## src/rtl/rsp_pkg.sv

```systemverilog
package rsp_pkg;
    parameter int SYM_W = 10;
    parameter int NPAR = 6;
    parameter int DATA_LEN = 512;
    parameter logic [SYM_W:0] FIELD_POLY = 11'h409;
    parameter int FIRST_ROOT = 0;

    localparam int PACK_W = NPAR * SYM_W;
    localparam int ECC_BYTES = (PACK_W + 7) / 8;
    localparam int PACKED_W = ECC_BYTES * 8;

    typedef logic [SYM_W-1:0] sym_t;

    typedef enum logic [2:0] {
        ST_IDLE,
        ST_DATA,
        ST_PARITY,
        ST_FEED,
        ST_DONE
    } rsp_state_e;

    function automatic sym_t gf_xtime(sym_t a);
        sym_t s;
        s = {a[SYM_W-2:0], 1'b0};
        if (a[SYM_W-1]) s = s ^ FIELD_POLY[SYM_W-1:0];
        return s;
    endfunction

    function automatic sym_t gf_mul(sym_t a, sym_t b);
        sym_t acc;
        sym_t sh;
        acc = '0;
        sh = a;
        for (int i = 0; i < SYM_W; i++) begin
            if (b[i]) acc = acc ^ sh;
            sh = gf_xtime(sh);
        end
        return acc;
    endfunction

    function automatic sym_t gf_alpha_pow(int n);
        sym_t v;
        v = sym_t'(1);
        for (int i = 0; i < n; i++) v = gf_xtime(v);
        return v;
    endfunction

    // coefficient of x^k in prod (x + alpha^(FIRST_ROOT+i)), i = 0..NPAR-1
    function automatic sym_t rs_gen_coef(int k);
        sym_t g [16];
        sym_t root;
        for (int j = 0; j < 16; j++) g[j] = '0;
        g[0] = sym_t'(1);
        for (int i = 0; i < NPAR; i++) begin
            root = gf_alpha_pow(FIRST_ROOT + i);
            for (int j = NPAR; j > 0; j--) g[j] = g[j-1] ^ gf_mul(g[j], root);
            g[0] = gf_mul(g[0], root);
        end
        return g[k];
    endfunction

    function automatic logic [7:0] rev8(logic [7:0] b);
        logic [7:0] r;
        for (int i = 0; i < 8; i++) r[i] = b[7-i];
        return r;
    endfunction
endpackage

```

## src/rtl/rsp_divider.sv

```systemverilog
module rsp_divider
    import rsp_pkg::*;
#(
    parameter int W = SYM_W,
    parameter int NP = NPAR
) (
    input  logic                  clk,
    input  logic                  rst_n,
    input  logic                  clr,
    input  logic                  shift_en,
    input  logic [W-1:0]          sym_in,
    output logic [NP-1:0][W-1:0]  rem
);
    logic [NP-1:0][W-1:0] rem_q;
    logic [NP-1:0][W-1:0] rem_d;
    logic [NP-1:0][W-1:0] prod;
    logic [W-1:0]         fb;

    assign fb = sym_in ^ rem_q[NP-1];

    for (genvar k = 0; k < NP; k++) begin : g_tap
        localparam sym_t TAP = rs_gen_coef(k);
        assign prod[k] = gf_mul(fb, TAP);
        if (k == 0) begin : g_first
            assign rem_d[k] = prod[k];
        end else begin : g_rest
            assign rem_d[k] = rem_q[k-1] ^ prod[k];
        end
    end

    always_ff @(posedge clk or negedge rst_n) begin
        if (!rst_n) begin
            rem_q <= '0;
        end else if (clr) begin
            rem_q <= '0;
        end else if (shift_en) begin
            rem_q <= rem_d;
        end
    end

    assign rem = rem_q;

    AST_CLEAR_EMPTIES: assert property (@(posedge clk) disable iff (!rst_n)
        clr |=> (rem == '0));
    AST_IDLE_HOLDS: assert property (@(posedge clk) disable iff (!rst_n)
        (!clr && !shift_en) |=> $stable(rem));
endmodule

```

## src/rtl/rsp_packer.sv

```systemverilog
module rsp_packer
    import rsp_pkg::*;
#(
    parameter int W = SYM_W,
    parameter int NP = NPAR,
    parameter int NB = ECC_BYTES
) (
    input  logic [NP-1:0][W-1:0] rem,
    output logic [NB-1:0][7:0]   ecc_out
);
    localparam int USED_W = NP * W;
    localparam int FULL_W = NB * 8;

    logic [FULL_W-1:0] flat;

    for (genvar j = 0; j < NP; j++) begin : g_slot
        assign flat[j*W +: W] = rem[NP-1-j];
    end

    if (FULL_W > USED_W) begin : g_pad
        assign flat[FULL_W-1:USED_W] = '1;
    end

    for (genvar b = 0; b < NB; b++) begin : g_byte
        assign ecc_out[b] = rev8(flat[b*8 +: 8]);
    end
endmodule

```

## src/rtl/rsp_parity_buf.sv

```systemverilog
module rsp_parity_buf
    import rsp_pkg::*;
#(
    parameter int W = SYM_W,
    parameter int NP = NPAR,
    parameter int NB = ECC_BYTES,
    localparam int BI_W = $clog2(NB),
    localparam int SI_W = $clog2(NP)
) (
    input  logic            clk,
    input  logic            rst_n,
    input  logic            clr,
    input  logic            we,
    input  logic [BI_W-1:0] byte_idx,
    input  logic [7:0]      byte_in,
    input  logic [SI_W-1:0] slot_idx,
    output logic [W-1:0]    slot_sym
);
    logic [NB-1:0][7:0] buf_q;
    logic [NB*8-1:0]    flat;
    logic [W-1:0]       slots [NP];

    for (genvar b = 0; b < NB; b++) begin : g_byte
        always_ff @(posedge clk or negedge rst_n) begin
            if (!rst_n) begin
                buf_q[b] <= '0;
            end else if (clr) begin
                buf_q[b] <= '0;
            end else if (we && byte_idx == BI_W'(b)) begin
                buf_q[b] <= rev8(byte_in);
            end
        end
    end

    assign flat = buf_q;

    for (genvar j = 0; j < NP; j++) begin : g_slot
        assign slots[j] = flat[j*W +: W];
    end

    assign slot_sym = (slot_idx < SI_W'(NP)) ? slots[slot_idx] : '0;
endmodule

```

## src/rtl/rsp_ctrl.sv

```systemverilog
module rsp_ctrl
    import rsp_pkg::*;
#(
    parameter int NLEN = DATA_LEN,
    parameter int NP = NPAR,
    parameter int NB = ECC_BYTES,
    localparam int CNT_W = $clog2(NLEN),
    localparam int BI_W = $clog2(NB),
    localparam int SI_W = $clog2(NP)
) (
    input  logic            clk,
    input  logic            rst_n,
    input  logic            clr,
    input  logic            enable,
    input  logic            gen_mode,
    input  logic            byte_valid,
    output logic            shift_en,
    output logic            feed_parity,
    output logic            pbuf_we,
    output logic            done,
    output logic [BI_W-1:0] byte_idx,
    output logic [SI_W-1:0] slot_idx
);
    rsp_state_e       state_q, state_d;
    logic [CNT_W-1:0] cnt_q, cnt_d;
    logic             accept;

    assign accept = enable && byte_valid;

    // state register
    always_ff @(posedge clk or negedge rst_n) begin
        if (!rst_n) begin
            state_q <= ST_IDLE;
            cnt_q   <= '0;
        end else begin
            state_q <= state_d;
            cnt_q   <= cnt_d;
        end
    end

    // transitions
    always_comb begin
        state_d = state_q;
        cnt_d   = cnt_q;
        if (clr) begin
            state_d = ST_DATA;
            cnt_d   = '0;
        end else begin
            unique case (state_q)
                ST_IDLE: begin
                end
                ST_DATA: begin
                    if (accept) begin
                        if (cnt_q == CNT_W'(NLEN-1)) begin
                            cnt_d   = '0;
                            state_d = gen_mode ? ST_DONE : ST_PARITY;
                        end else begin
                            cnt_d = cnt_q + CNT_W'(1);
                        end
                    end
                end
                ST_PARITY: begin
                    if (accept) begin
                        if (cnt_q == CNT_W'(NB-1)) begin
                            cnt_d   = '0;
                            state_d = ST_FEED;
                        end else begin
                            cnt_d = cnt_q + CNT_W'(1);
                        end
                    end
                end
                ST_FEED: begin
                    if (enable) begin
                        if (cnt_q == CNT_W'(NP-1)) begin
                            cnt_d   = '0;
                            state_d = ST_DONE;
                        end else begin
                            cnt_d = cnt_q + CNT_W'(1);
                        end
                    end
                end
                ST_DONE: begin
                end
                default: state_d = ST_IDLE;
            endcase
        end
    end

    // outputs
    always_comb begin
        shift_en    = 1'b0;
        feed_parity = 1'b0;
        pbuf_we     = 1'b0;
        unique case (state_q)
            ST_DATA:   shift_en = accept;
            ST_PARITY: pbuf_we = accept;
            ST_FEED: begin
                shift_en    = enable;
                feed_parity = 1'b1;
            end
            default: begin
            end
        endcase
        if (clr) begin
            shift_en = 1'b0;
            pbuf_we  = 1'b0;
        end
    end

    assign done     = (state_q == ST_DONE);
    assign byte_idx = cnt_q[BI_W-1:0];
    assign slot_idx = cnt_q[SI_W-1:0];

    AST_GEN_SKIPS_PARITY: assert property (@(posedge clk) disable iff (!rst_n)
        (state_q == ST_DATA && gen_mode && !clr) |=> (state_q == ST_DATA || state_q == ST_DONE));
    AST_DONE_HOLDS: assert property (@(posedge clk) disable iff (!rst_n)
        (state_q == ST_DONE && !clr) |=> (state_q == ST_DONE));
    AST_FROZEN_STATE: assert property (@(posedge clk) disable iff (!rst_n)
        (!enable && !clr) |=> ($stable(state_q) && $stable(cnt_q)));
    AST_PARITY_COUNT: assert property (@(posedge clk) disable iff (!rst_n)
        (state_q == ST_PARITY) |-> (cnt_q < CNT_W'(NB)));
endmodule

```

## src/rtl/rs10_parity_engine.sv

```systemverilog
module rs10_parity_engine
    import rsp_pkg::*;
#(
    parameter int W = SYM_W,
    parameter int NP = NPAR,
    parameter int NLEN = DATA_LEN,
    parameter int ADDR_W = 4,
    parameter int REG_W = 16,
    localparam int NB = ECC_BYTES,
    localparam int BI_W = $clog2(NB),
    localparam int SI_W = $clog2(NP),
    localparam int A_CTRL = 0,
    localparam int A_STAT = 1,
    localparam int A_REM = 2,
    localparam int A_ECC = 8
) (
    input  logic              clk,
    input  logic              rst_n,
    input  logic              byte_valid,
    input  logic [7:0]        byte_data,
    input  logic              reg_we,
    input  logic [ADDR_W-1:0] reg_addr,
    input  logic [REG_W-1:0]  reg_wdata,
    output logic [REG_W-1:0]  reg_rdata
);
    logic en_q, gen_q, mode_q;
    logic ctrl_wr, clr;
    logic shift_en, feed_parity, pbuf_we, done, err;
    logic [BI_W-1:0] byte_idx;
    logic [SI_W-1:0] slot_idx;
    logic [W-1:0] slot_sym, sym_in;
    logic [NP-1:0][W-1:0] rem;
    logic [NB-1:0][7:0] ecc;
    logic unused_wdata;

    assign unused_wdata = ^reg_wdata[REG_W-1:3];
    assign ctrl_wr = reg_we && (reg_addr == ADDR_W'(A_CTRL));
    assign clr     = ctrl_wr && reg_wdata[2];

    always_ff @(posedge clk or negedge rst_n) begin
        if (!rst_n) begin
            en_q   <= 1'b0;
            gen_q  <= 1'b0;
            mode_q <= 1'b0;
        end else if (ctrl_wr) begin
            en_q  <= reg_wdata[0];
            gen_q <= reg_wdata[1];
            if (reg_wdata[2]) mode_q <= reg_wdata[1];
        end
    end

    rsp_ctrl #(.NLEN(NLEN), .NP(NP), .NB(NB)) u_ctrl (
        .clk(clk), .rst_n(rst_n), .clr(clr), .enable(en_q), .gen_mode(mode_q),
        .byte_valid(byte_valid), .shift_en(shift_en), .feed_parity(feed_parity),
        .pbuf_we(pbuf_we), .done(done), .byte_idx(byte_idx), .slot_idx(slot_idx)
    );

    rsp_parity_buf #(.W(W), .NP(NP), .NB(NB)) u_pbuf (
        .clk(clk), .rst_n(rst_n), .clr(clr), .we(pbuf_we), .byte_idx(byte_idx),
        .byte_in(byte_data), .slot_idx(slot_idx), .slot_sym(slot_sym)
    );

    assign sym_in = feed_parity ? slot_sym : W'(byte_data);

    rsp_divider #(.W(W), .NP(NP)) u_div (
        .clk(clk), .rst_n(rst_n), .clr(clr), .shift_en(shift_en),
        .sym_in(sym_in), .rem(rem)
    );

    rsp_packer #(.W(W), .NP(NP), .NB(NB)) u_pack (
        .rem(rem), .ecc_out(ecc)
    );

    assign err = done && !mode_q && (rem != '0);

    always_comb begin
        reg_rdata = '0;
        if (reg_addr == ADDR_W'(A_CTRL)) begin
            reg_rdata[1:0] = {gen_q, en_q};
        end
        if (reg_addr == ADDR_W'(A_STAT)) begin
            reg_rdata[1:0] = {done, err};
        end
        for (int k = 0; k < NP; k++) begin
            if (reg_addr == ADDR_W'(A_REM + k)) reg_rdata[W-1:0] = rem[k];
        end
        for (int b = 0; b < NB; b++) begin
            if (reg_addr == ADDR_W'(A_ECC + b)) reg_rdata[7:0] = ecc[b];
        end
    end

    AST_ECC_UPPER_ZERO: assert property (@(posedge clk) disable iff (!rst_n)
        (reg_addr >= ADDR_W'(A_ECC)) |-> (reg_rdata[REG_W-1:8] == '0));
    AST_DONE_REM_STABLE: assert property (@(posedge clk) disable iff (!rst_n)
        (done && !clr) |=> $stable(rem));
    if (NB * 8 - NP * W == 4) begin : g_pad_chk
        AST_PAD_ONES: assert property (@(posedge clk) disable iff (!rst_n)
            (reg_addr == ADDR_W'(A_ECC + NB - 1)) |-> (reg_rdata[3:0] == 4'hF));
    end
endmodule

```

## config.mk

```make
export PLATFORM = sky130hd
export DESIGN_NAME = rs10_parity_engine
export DESIGN_NICKNAME = d
export VERILOG_FILES = /design/src/rtl/rsp_pkg.sv /design/src/rtl/rsp_divider.sv /design/src/rtl/rsp_packer.sv /design/src/rtl/rsp_parity_buf.sv /design/src/rtl/rsp_ctrl.sv /design/src/rtl/rs10_parity_engine.sv
export SDC_FILE = /design/constraint.sdc
export NUM_CORES = 1
export LEC_CHECK = 0
export BUFFER_PORTS_ARGS = -buffer_cell sky130_fd_sc_hd__buf_2
export CORE_UTILIZATION = 40
export DETAILED_ROUTE_END_ITERATION = 8
export PLACE_DENSITY_LB_ADDON = 0.08
export SYNTH_ARGS = -nofsm -noshare
export SYNTH_HDL_FRONTEND = slang
export SYNTH_HIERARCHICAL = 1
export SYNTH_SLANG_ARGS = --single-unit
```

## constraint.sdc

```tcl
create_clock -name clk -period 4.4 [get_ports clk]
set_input_delay 0.88 -clock clk [delete_from_list [all_inputs] [get_ports clk]]
set_output_delay 0.88 -clock clk [all_outputs]
set_load 0.05 [all_outputs]
```

* Yosys cells after proc, flatten, opt, wreduce, memory -nomap -nowiden *
Cells that the tools add are included.

operators by class
  reduce and logical (&&, ||, !) cells = 32
  bitwise operators = 36
  add/sub/neg operators = 1
  equal/unequal tests = 36
  mux-type cells = 70
  order comparisons = 2

operators by type and width
  operator                                                          count
  10-bit XOR                                                        26
  8-bit 2-to-1 mux                                                  22
  60-bit 2-to-1 mux                                                 2
  10-bit 2-to-1 mux                                                 10
  9-bit 2-to-1 mux                                                  7
  60-bit nonzero test                                               1
  4-bit 2-to-1 mux                                                  11
  4-bit == test (second input constant)                             8
  10-bit binary-select mux with 3-bit select                        1
  9-bit one-hot mux with 3 select lines                             1
  3-bit 2-to-1 mux                                                  8
  9-bit by 3-bit == test with 1-bit output (second input constant)  2
  2-bit NOT                                                         9
  2-bit nonzero test                                                9
  4-bit by 3-bit == test with 1-bit output (second input constant)  4
  3-bit == test (second input constant)                             5
  3-bit by 2-bit != test with 1-bit output (second input constant)  5
  1-bit logical AND                                                 13
  3-bit by 2-bit == test with 1-bit output (second input constant)  4
  3-bit one-hot mux with 4 select lines                             1
  9-bit by 1-bit adder with 9-bit output (second input constant)    1
  9-bit == test (second input constant)                             1
  4-bit by 2-bit == test with 1-bit output (second input constant)  2
  7-bit AND reduction                                               1
  other kinds (17)                                                  23

word-level totals
  output and inout bits = 16
  bits of input ports = 32
  logic and storage cells = 196
  register bits after elaboration = 135

* Longest topological paths before layout *
Gate-level depths: netlist of run 1.

  depth in word-level cells = 29
  depth in mapped cells = 12
  gate-level depth less buffers = 9

* Hierarchy *
The synthesis of run 1 kept the hierarchy.

modules (own cells, without submodules)
  module              cells an instance  instances  sequential area each (sq um)  area an instance (sq um)
  rsp_divider         348                1          1501.4                        4362.9
  rsp_parity_buf      305                1          1501.4                        3046.7
  rs10_parity_engine  257                1          75.1                          1851.8
  rsp_ctrl            92                 1          300.3                         890.9
  rsp_packer          65                 1          0.0                           484.2

* Worst setup path after synthesis of run 1 *
No wires, ideal clock.

  kind = input to output
  start = input port reg_addr[0]
  end = output port reg_rdata[9]
  path buffers = 4
  arrival time = 2857 ps
  data required time = 3520 ps
  stages = 6
  slack = 663 ps
  cells stage by stage = buf_2 -> buf_4 -> buf_4 -> clkbuf_1 -> a221oi_1 -> nor3_1

on the way
  longest elaborated chain between the ends = 7
  elaborated cells between the ends (all ways) = 12
  classes of those cells = 6 x eq/ne; 6 x mux

RTL lines
  element                                   RTL line                  RTL
  from (decl)                               rs10_parity_engine.sv:22  input logic [ADDR_W-1:0] reg_addr,
  4-bit by 2-bit == test with 1-bit output  rs10_parity_engine.sv:85  if (reg_addr == ADDR_W'(A_REM + k)) reg_rdata[W-1:0] = rem[k];
  10-bit 2-to-1 mux (5 in series)           rs10_parity_engine.sv:85
  10-bit 2-to-1 mux (*)                     rs10_parity_engine.sv:85
  to (decl)                                 rs10_parity_engine.sv:24  output logic [REG_W-1:0] reg_rdata

Mark *: on every way between the ends. The rest lies on a longest branch, timed or not.

* Worst setup path after layout of run 1 *
  start = register u_ctrl.state_q[0]
  end = output port reg_rdata[1]

on the way
  longest elaborated chain between the ends = 16

RTL lines
  element                          RTL line                  RTL
  from (decl)                      rsp_ctrl.sv:24            rsp_state_e state_q, state_d;
  from (signal assigned)           rsp_ctrl.sv:36            state_q <= state_d;
  3-bit == test                    rsp_ctrl.sv:110           assign done = (state_q == ST_DONE);
  via done                         rs10_parity_engine.sv:28  logic shift_en, feed_parity, pbuf_we, done, err;
  2-bit 2-to-1 mux                 rs10_parity_engine.sv:81  if (reg_addr == ADDR_W'(A_STAT)) begin
  10-bit 2-to-1 mux (6 in series)  rs10_parity_engine.sv:85
  8-bit 2-to-1 mux (8 in series)   rs10_parity_engine.sv:88  if (reg_addr == ADDR_W'(A_ECC + b)) reg_rdata[7:0] = ecc[b];

The timed path passes the listed nets, and every way through them passes these cells.

==> summary.txt, run 1 <==
Pwr
  – VDD IR-drop max: 0.467 mV
  – Combinational share of power: 66.8%
  – Flop pwr share: 21.3%
  – NetSw: 0.00517 W
  – Part of the power in the clock network: 11.9%
  – Pwr Density: 1100 nW/um2
  – Switch share: 41.8%
  – Pint: 0.00722 W
  – LEAKAGE: 4.90 nW

Place
  – Dpl hpwl: 23.0 mm
  – I/O Buffers: 28
  – DP Worst Slack: 0.478 ns
  – GPL Wtd Cong: 0.944

Floorplan
  – Effective utilization at floorplan: 40.8%
  – Chip Width: 165 um
  – Boundary pin count: 48
  – Core footprint: 26100 um2
  – Die area: 27200 um2
  – Die Ht: 165 um
  – Row cnt: 59

Job
  – Max Cap Violations: 0

STA
  – Total negative slack: 0 ns
  – Max Slew Vio Count: 0
  – Tcrit/Tclk final: 93.9%
  – Final WS setup: 0.270 ns
  – Max Clk Rate: 0.242 GHz
  – Slew headroom: 35.8%
  – Worst slew pin tran: 0.957 ns
  – RSZ-0062 raised after global routing: false
  – Worst Clk Skew: 0.0141 ns
  – Final setup violation count: 0
  – Post-layout min period: 4.13 ns
  – Hold Vio Cnt, Final: 0

Global routing
  – Global-route wire length before repair: 50.3 mm
  – Met2 GRT Util: 36.2%
  – Initial antenna violation count: 0
  – Vias in the first global route: 7793
  – Largest net degree at the start of global routing: 130
  – Met1 Use GR: 39.0%
  – GRT busiest layer: met1
  – Total track usage: 25.3%
  – M3 GR Usage: 3.30%
  – Congestion Overflow GR: 0

Synth
  – Post-Synth Adder-Cell Area: 0.447%
  – Async set-reset flop share out of synthesis: 100%
  – Synth warnings: 6
  – Top-count cell post-synth: dfrtp_1
  – Top_reg_cell synth: dfrtp_1
  – Sequential share of the synthesized area: 31.8%
  – Compound-gate portion of the synthesized area: 12.4%
  – Top cell type's share of synthesized area: 31.8%
  – Seq cells post-synth: 135
  – Post-synth top cells: 135 x dfrtp_1, 104 x mux2i_1, 98 x nor2_1
  – Synth Area in XOR/XNOR: 18.2%
  – Post-synthesis mux area share: 13.4%
  – Synth area leader: dfrtp_1
  – Post-synthesis cell type count: 89
  – Synth Area in Simple Gates: 14.4%
  – Mapped Cells: 1067
  – Mapped Avg Cell Area: 9.97 um2
  – EDFF count, synth: 0
  – Main combinational cell family by area after synthesis: XOR/XNOR gates
  – Main area contributors after synthesis: dfrtp_1 32%, mux2i_1 9.8%, xnor3_1 6.8%
  – Post-Syn Area: 10600 um2

Critical path
  – Worst Path Arrival: 3.25 ns
  – Req. time, crit path: 3.52 ns
  – CP max stage cell: nor3_1
  – Critical path type: reg -> out
  – Startpoint Class: register
  – CP peak stage delay: 0.79 ns
  – Worst setup EP type: output pin
  – CP Max Fanout: 12
  – Crit-path cells: nor3_1, or3b_1, a21oi_1, o311ai_1, a22oi_1, o21ai_0, a32oi_1, buf_2

Detailed routing
  – Vias: 8020
  – Drt total wl: 33.1 mm
  – Iteration-0 DRC Markers: 877
  – DR vias/cell: 5.85
  – Drt pass-1 iters: 5
  – Residual DRC: 0
  – Antenna-violating nets left: 0
  – Avg WL per Cell: 24.1 um

Cells and area
  – ANT cells: 0
  – Area grow syn2layout: 6.29%
  – Share of layout cells above drive strength 1: 17.2%
  – Fillers: 2523
  – Multi-input logic area: 6320 um2
  – Register area: 3380 um2
  – Fin nets: 1058

CTS
  – Setup Buffers After CTS: 0
  – Post-CTS Hold Buffers: 0
  – H-tree depth: 4
  – TritonCTS clock tree: done
  – Num CTS Buffers: 17
  – Clk sinks: 135
  – Clock Tree Root: clkbuf_16
  – CTS clock-pin slew for the worst setup and hold paths: 0.08 ns
  – Max clock buf depth: 2
  – Worst-Skew Late Latency: 0.43 ns
  – Post-cts resize count: 0

Status
  – Status: finished, final reports clean

Hold path
  – Hold Path Class: in -> async
## per-stage QoR
| stage | cells | power, W | hold slack (ns) | utilization (%) | instance area, um2 |
|---|---|---|---|---|---|
| floorplan | 1075 | 0.00918 | 0.480 | - | 10700 |
| global placement | 1339 | 0.0108 | 0.501 | 41.1 | 10700 |
| detailed placement | 1339 | 0.0108 | 0.508 | 41.1 | 10700 |
| CTS | 1371 | 0.0124 | 0.518 | 43.4 | 11300 |
| global route | 1371 | 0.0131 | 0.527 | 43.4 | 11300 |
| finish | 1371 | 0.0124 | 0.485 | 43.4 | 11300 |
## flip-flops by register name, summed over array words and instances (netlist names)
signal          cells
en_q                1
u_div/rem          60
u_pbuf/buf_q       60
u_ctrl/state_q      3
mode_q              1
u_ctrl/cnt_q        9
gen_q               1
## routing by layer
layer  wire (um)  part of all wire (%)
met1       16300                    49
met2       14200                    43
met3        1890                   5.7
met4         645                   1.9
met5           0                     0
## layout by cell type (no fill, tap or decap), drive strengths merged, types with 6 or more instances in the layout
cell type,instances
dfrtp,135
mux2i,104
nor2,99
nand2,85
xnor2,76
buf,76
a21oi,61
xnor3,37
o21ai,31
nand2b,26
mux2,26
nor4,21
inv,19
clkbuf,17
o22ai,15
xor2,14
a211oi,12
o32a,11
conb,10
nand3,9
nor2b,9
o311ai,9
nor3,8
xor3,8
a31oi,7
and3,6
## worst paths after layout
path / start / end / slack (ns) / depth (start not counted)
min: rst_n / u_pbuf/buf_q[37]$_DFFE_PN0P_ / 0.49 / 1
min reg2reg: u_pbuf/buf_q[46]$_DFFE_PN0P_ / u_pbuf/buf_q[46]$_DFFE_PN0P_ / 0.52 / 2
max in group asynchronous: rst_n / u_div/rem[2]$_DFFE_PN0P_ / 3.08 / 2
max reg2reg: u_ctrl/cnt_q[0]$_DFFE_PN0P_ / u_div/rem[55]$_DFFE_PN0P_ / 0.44 / 10
max: u_ctrl/state_q[0]$_DFFE_PN0P_ / reg_rdata[1] / 0.27 / 8
min in group clk: u_pbuf/buf_q[46]$_DFFE_PN0P_ / u_pbuf/buf_q[46]$_DFFE_PN0P_ / 0.52 / 2
## power groups by stage
stage / Combinational (W) / Sequential [W] / Clock, W
6_report: 0.00827 / 0.00264 / 0.00147
4_1_cts: 0.00824 / 0.00260 / 0.00151
3_5_place_dp: 0.00819 / 0.00261 / 0
5_1_grt: 0.00884 / 0.00267 / 0.00156
2_1_floorplan: 0.00700 / 0.00218 / 0
3_3_place_gp: 0.00818 / 0.00263 / 0
## critical path: cells and delay by family (launching register included)
| kind | cells | cell delay [ns] |
|---|---|---|
| and+or+nand+nor | 2 | 1.20 |
| DFF | 1 | 0.51 |
| buffers and inverters | 1 | 0.29 |
| AOI/OAI and AO/OA | 5 | 0.80 |
## kinds of logic (layout without fill, tap and decap cells)
kind of cell | after synthesis | after routing
XOR/XNOR | 135 | 135
AO/OA/AOI/OAI | 197 | 197
multiplexers | 134 | 134
flip-flops | 135 | 135
buffers and inverters | 158 | 119
other | 2 | 10
adder cells (fa/ha/maj) | 4 | 4
AND/OR/NAND/NOR | 302 | 302
## final cells by class
class,instances,share of cell area [%]
Inverter,11,0.387
Sequential cell,135,29.9
Tap cell,335,3.71
Multi-Input combinational cell,782,55.9
Timing Repair Buffer,76,4.81
Clock inverter,15,1.58
Clock buffer,17,3.76
No activity file was read; power rests on OpenSTA's default activity.
==> run 2: changes to the inputs <==
- BUFFER_PORTS_ARGS: -buffer_cell sky130_fd_sc_hd__buf_2 -> -buffer_cell sky130_fd_sc_hd__buf_4
==> run 2 against run 1 <==
Net effect: final cell count down 0.80%; routed wire length down 1.7%; sequential cell count unchanged; worst setup slack better by 0.24 ns; sequential share of layout area down 0.14 points; global-route usage down 0.42 points; die area unchanged; hold slack worse by 0.047 ns; clock-buffer cell count unchanged; non-clock buffer count down 12; largest cell class unchanged; largest power group unchanged.
==> summary.txt, run 2 (synthesis gave the netlist of run 1 again) <==
Status
  – Status: finished, final reports clean

Pwr
  – LEAKAGE: 4.90 nW
  – Flop pwr share: 21.6%
  – Part of the power in the clock network: 12.7%
  – VDD IR-drop max: 0.484 mV
  – Pint: 0.00733 W
  – Switch share: 41.4%
  – Pwr Density: 1100 nW/um2
  – NetSw: 0.00518 W
  – Combinational share of power: 65.7%

Place
  – Cell Area, Placed: 10700 um2
  – I/O Buffers: 28
  – Dpl hpwl: 22.7 mm
  – GPL Wtd Cong: 0.898

STA
  – Worst hold slack: 0.438 ns
  – Worst Clk Skew: 0.0153 ns
  – Post-layout min period: 3.89 ns
  – Max Slew Vio Count: 0
  – Hold Vio Cnt, Final: 0
  – RSZ-0062 raised after global routing: false
  – Max Clk Rate: 0.257 GHz
  – Tcrit/Tclk final: 88.4%
  – Slew headroom: 39.8%
  – Total negative slack: 0 ns
  – Worst slew pin tran: 0.896 ns
  – Final setup violation count: 0

CTS
  – Post-cts resize count: 0
  – Clk sinks: 135
  – CTS clock-pin slew for the worst setup and hold paths: 0.08 ns
  – Max clock buf depth: 2
  – Clock Tree Root: clkbuf_16
  – TritonCTS clock tree: done
  – Worst-Skew Late Latency: 0.43 ns
  – Post-CTS Hold Buffers: 0
  – Num CTS Buffers: 17
  – Setup Buffers After CTS: 0
  – H-tree depth: 4

Floorplan
  – Chip Width: 165 um
  – Effective utilization at floorplan: 40.8%
  – Row cnt: 59
  – Core footprint: 26100 um2
  – Die Ht: 165 um
  – Die area: 27200 um2
  – Boundary pin count: 48

Cells and area
  – Share of layout cells above drive strength 1: 16.2%
  – Fin nets: 1046
  – Most common cell after layout, fill and taps aside: dfrtp_1
  – Most frequent cells in the layout: 135 x dfrtp_1, 104 x mux2i_1, 97 x nor2_1, 85 x nand2_1, 65 x xnor2_1
  – Final design utilization: 43.6%
  – Fillers: 2505
  – Fin area: 11400 um2
  – Area grow syn2layout: 6.80%

Critical path
  – Worst Path Buf+Inv: 2
  – Req. time, crit path: 4.73 ns
  – CP Max Fanout: 11
  – Worst path top cell family by delay: XOR/XNOR gates
  – CP most frequent cell: xnor2_1
  – WP depth: 11
  – CP max stage cell: dfrtp_1
  – Critical path type: reg -> reg
  – R2R cell count: 11
  – Worst setup EP type: register
  – Startpoint Class: register
  – Crit-path cells: buf_4, mux2i_1, o32a_1, o21ai_0, mux2_2, xnor2_1, buf_12, xnor2_1, xnor3_1, xor2_1, o22ai_1
  – CP peak stage delay: 0.76 ns
  – Worst Path Arrival: 4.22 ns

Detailed routing
  – Drt pass-1 iters: 5
  – Residual DRC: 0
  – DR vias/cell: 5.77
  – Drt total wl: 32.5 mm
  – Vias: 7850
  – Avg WL per Cell: 23.9 um
  – Antenna-violating nets left: 0
  – Iteration-0 DRC Markers: 605

Hold path
  – Hold Path Class: in -> async

Global routing
  – Congestion Overflow GR: 0
  – Initial antenna violation count: 0
  – Total track usage: 24.8%
  – Vias in the first global route: 7599
  – Global-route wire length before repair: 49.6 mm
  – Largest net degree at the start of global routing: 130

Job
  – Max Cap Violations: 0
run 2: layout make-up:
class,instances,area (um2),share of cell area [%]
inverter,11,43.8,0.386
timing repair buffer,64,547,4.81
sequential,135,3380,29.7
antenna,1,2.50,0.0220
clock buffer,17,425,3.74
clock inverter,15,228,2.00
tap,335,419,3.69
multi-input combinational,782,6320,55.6
run 2: power by group through the flow:
stage                     combinational [W]  clock, W  sequential, W
after global routing                0.00876   0.00168        0.00274
after detailed placement            0.00815         0        0.00268
after floorplan                     0.00700         0        0.00218
final                               0.00822   0.00158        0.00270
after CTS                           0.00820   0.00162        0.00266
after global placement              0.00814         0        0.00269
run 2: final timing paths:
check	start	to	slack, ns
hold / removal	rst_n	u_pbuf/buf_q[37]$_DFFE_PN0P_	0.44
hold reg to reg	u_pbuf/buf_q[42]$_DFFE_PN0P_	u_pbuf/buf_q[42]$_DFFE_PN0P_	0.52
max in group asynchronous	rst_n	u_div/rem[7]$_DFFE_PN0P_	3.13
min in group clk	u_pbuf/buf_q[42]$_DFFE_PN0P_	u_pbuf/buf_q[42]$_DFFE_PN0P_	0.52
setup / recovery	u_ctrl/cnt_q[0]$_DFFE_PN0P_	u_div/rem[14]$_DFFE_PN0P_	0.51
setup reg to reg	u_ctrl/cnt_q[0]$_DFFE_PN0P_	u_div/rem[14]$_DFFE_PN0P_	0.51
run 2: per-layer routing:
layer	wire length [um]	part of all wire [%]	track usage [%]
met2	13800	42	35.2
met1	16300	50	38.2
met5	0	0	0
met3	1820	5.6	4.40
met4	567	1.7	6.63
run 2: per-stage QoR:
stage	worst slack [ns]	instances	power, W
2_1_floorplan	0.663	1075	0.00918
3_3_place_gp	0.533	1327	0.0108
3_5_place_dp	0.524	1327	0.0108
4_1_cts	0.491	1359	0.0125
5_1_grt	0.375	1359	0.0132
6_report	0.508	1360	0.0125
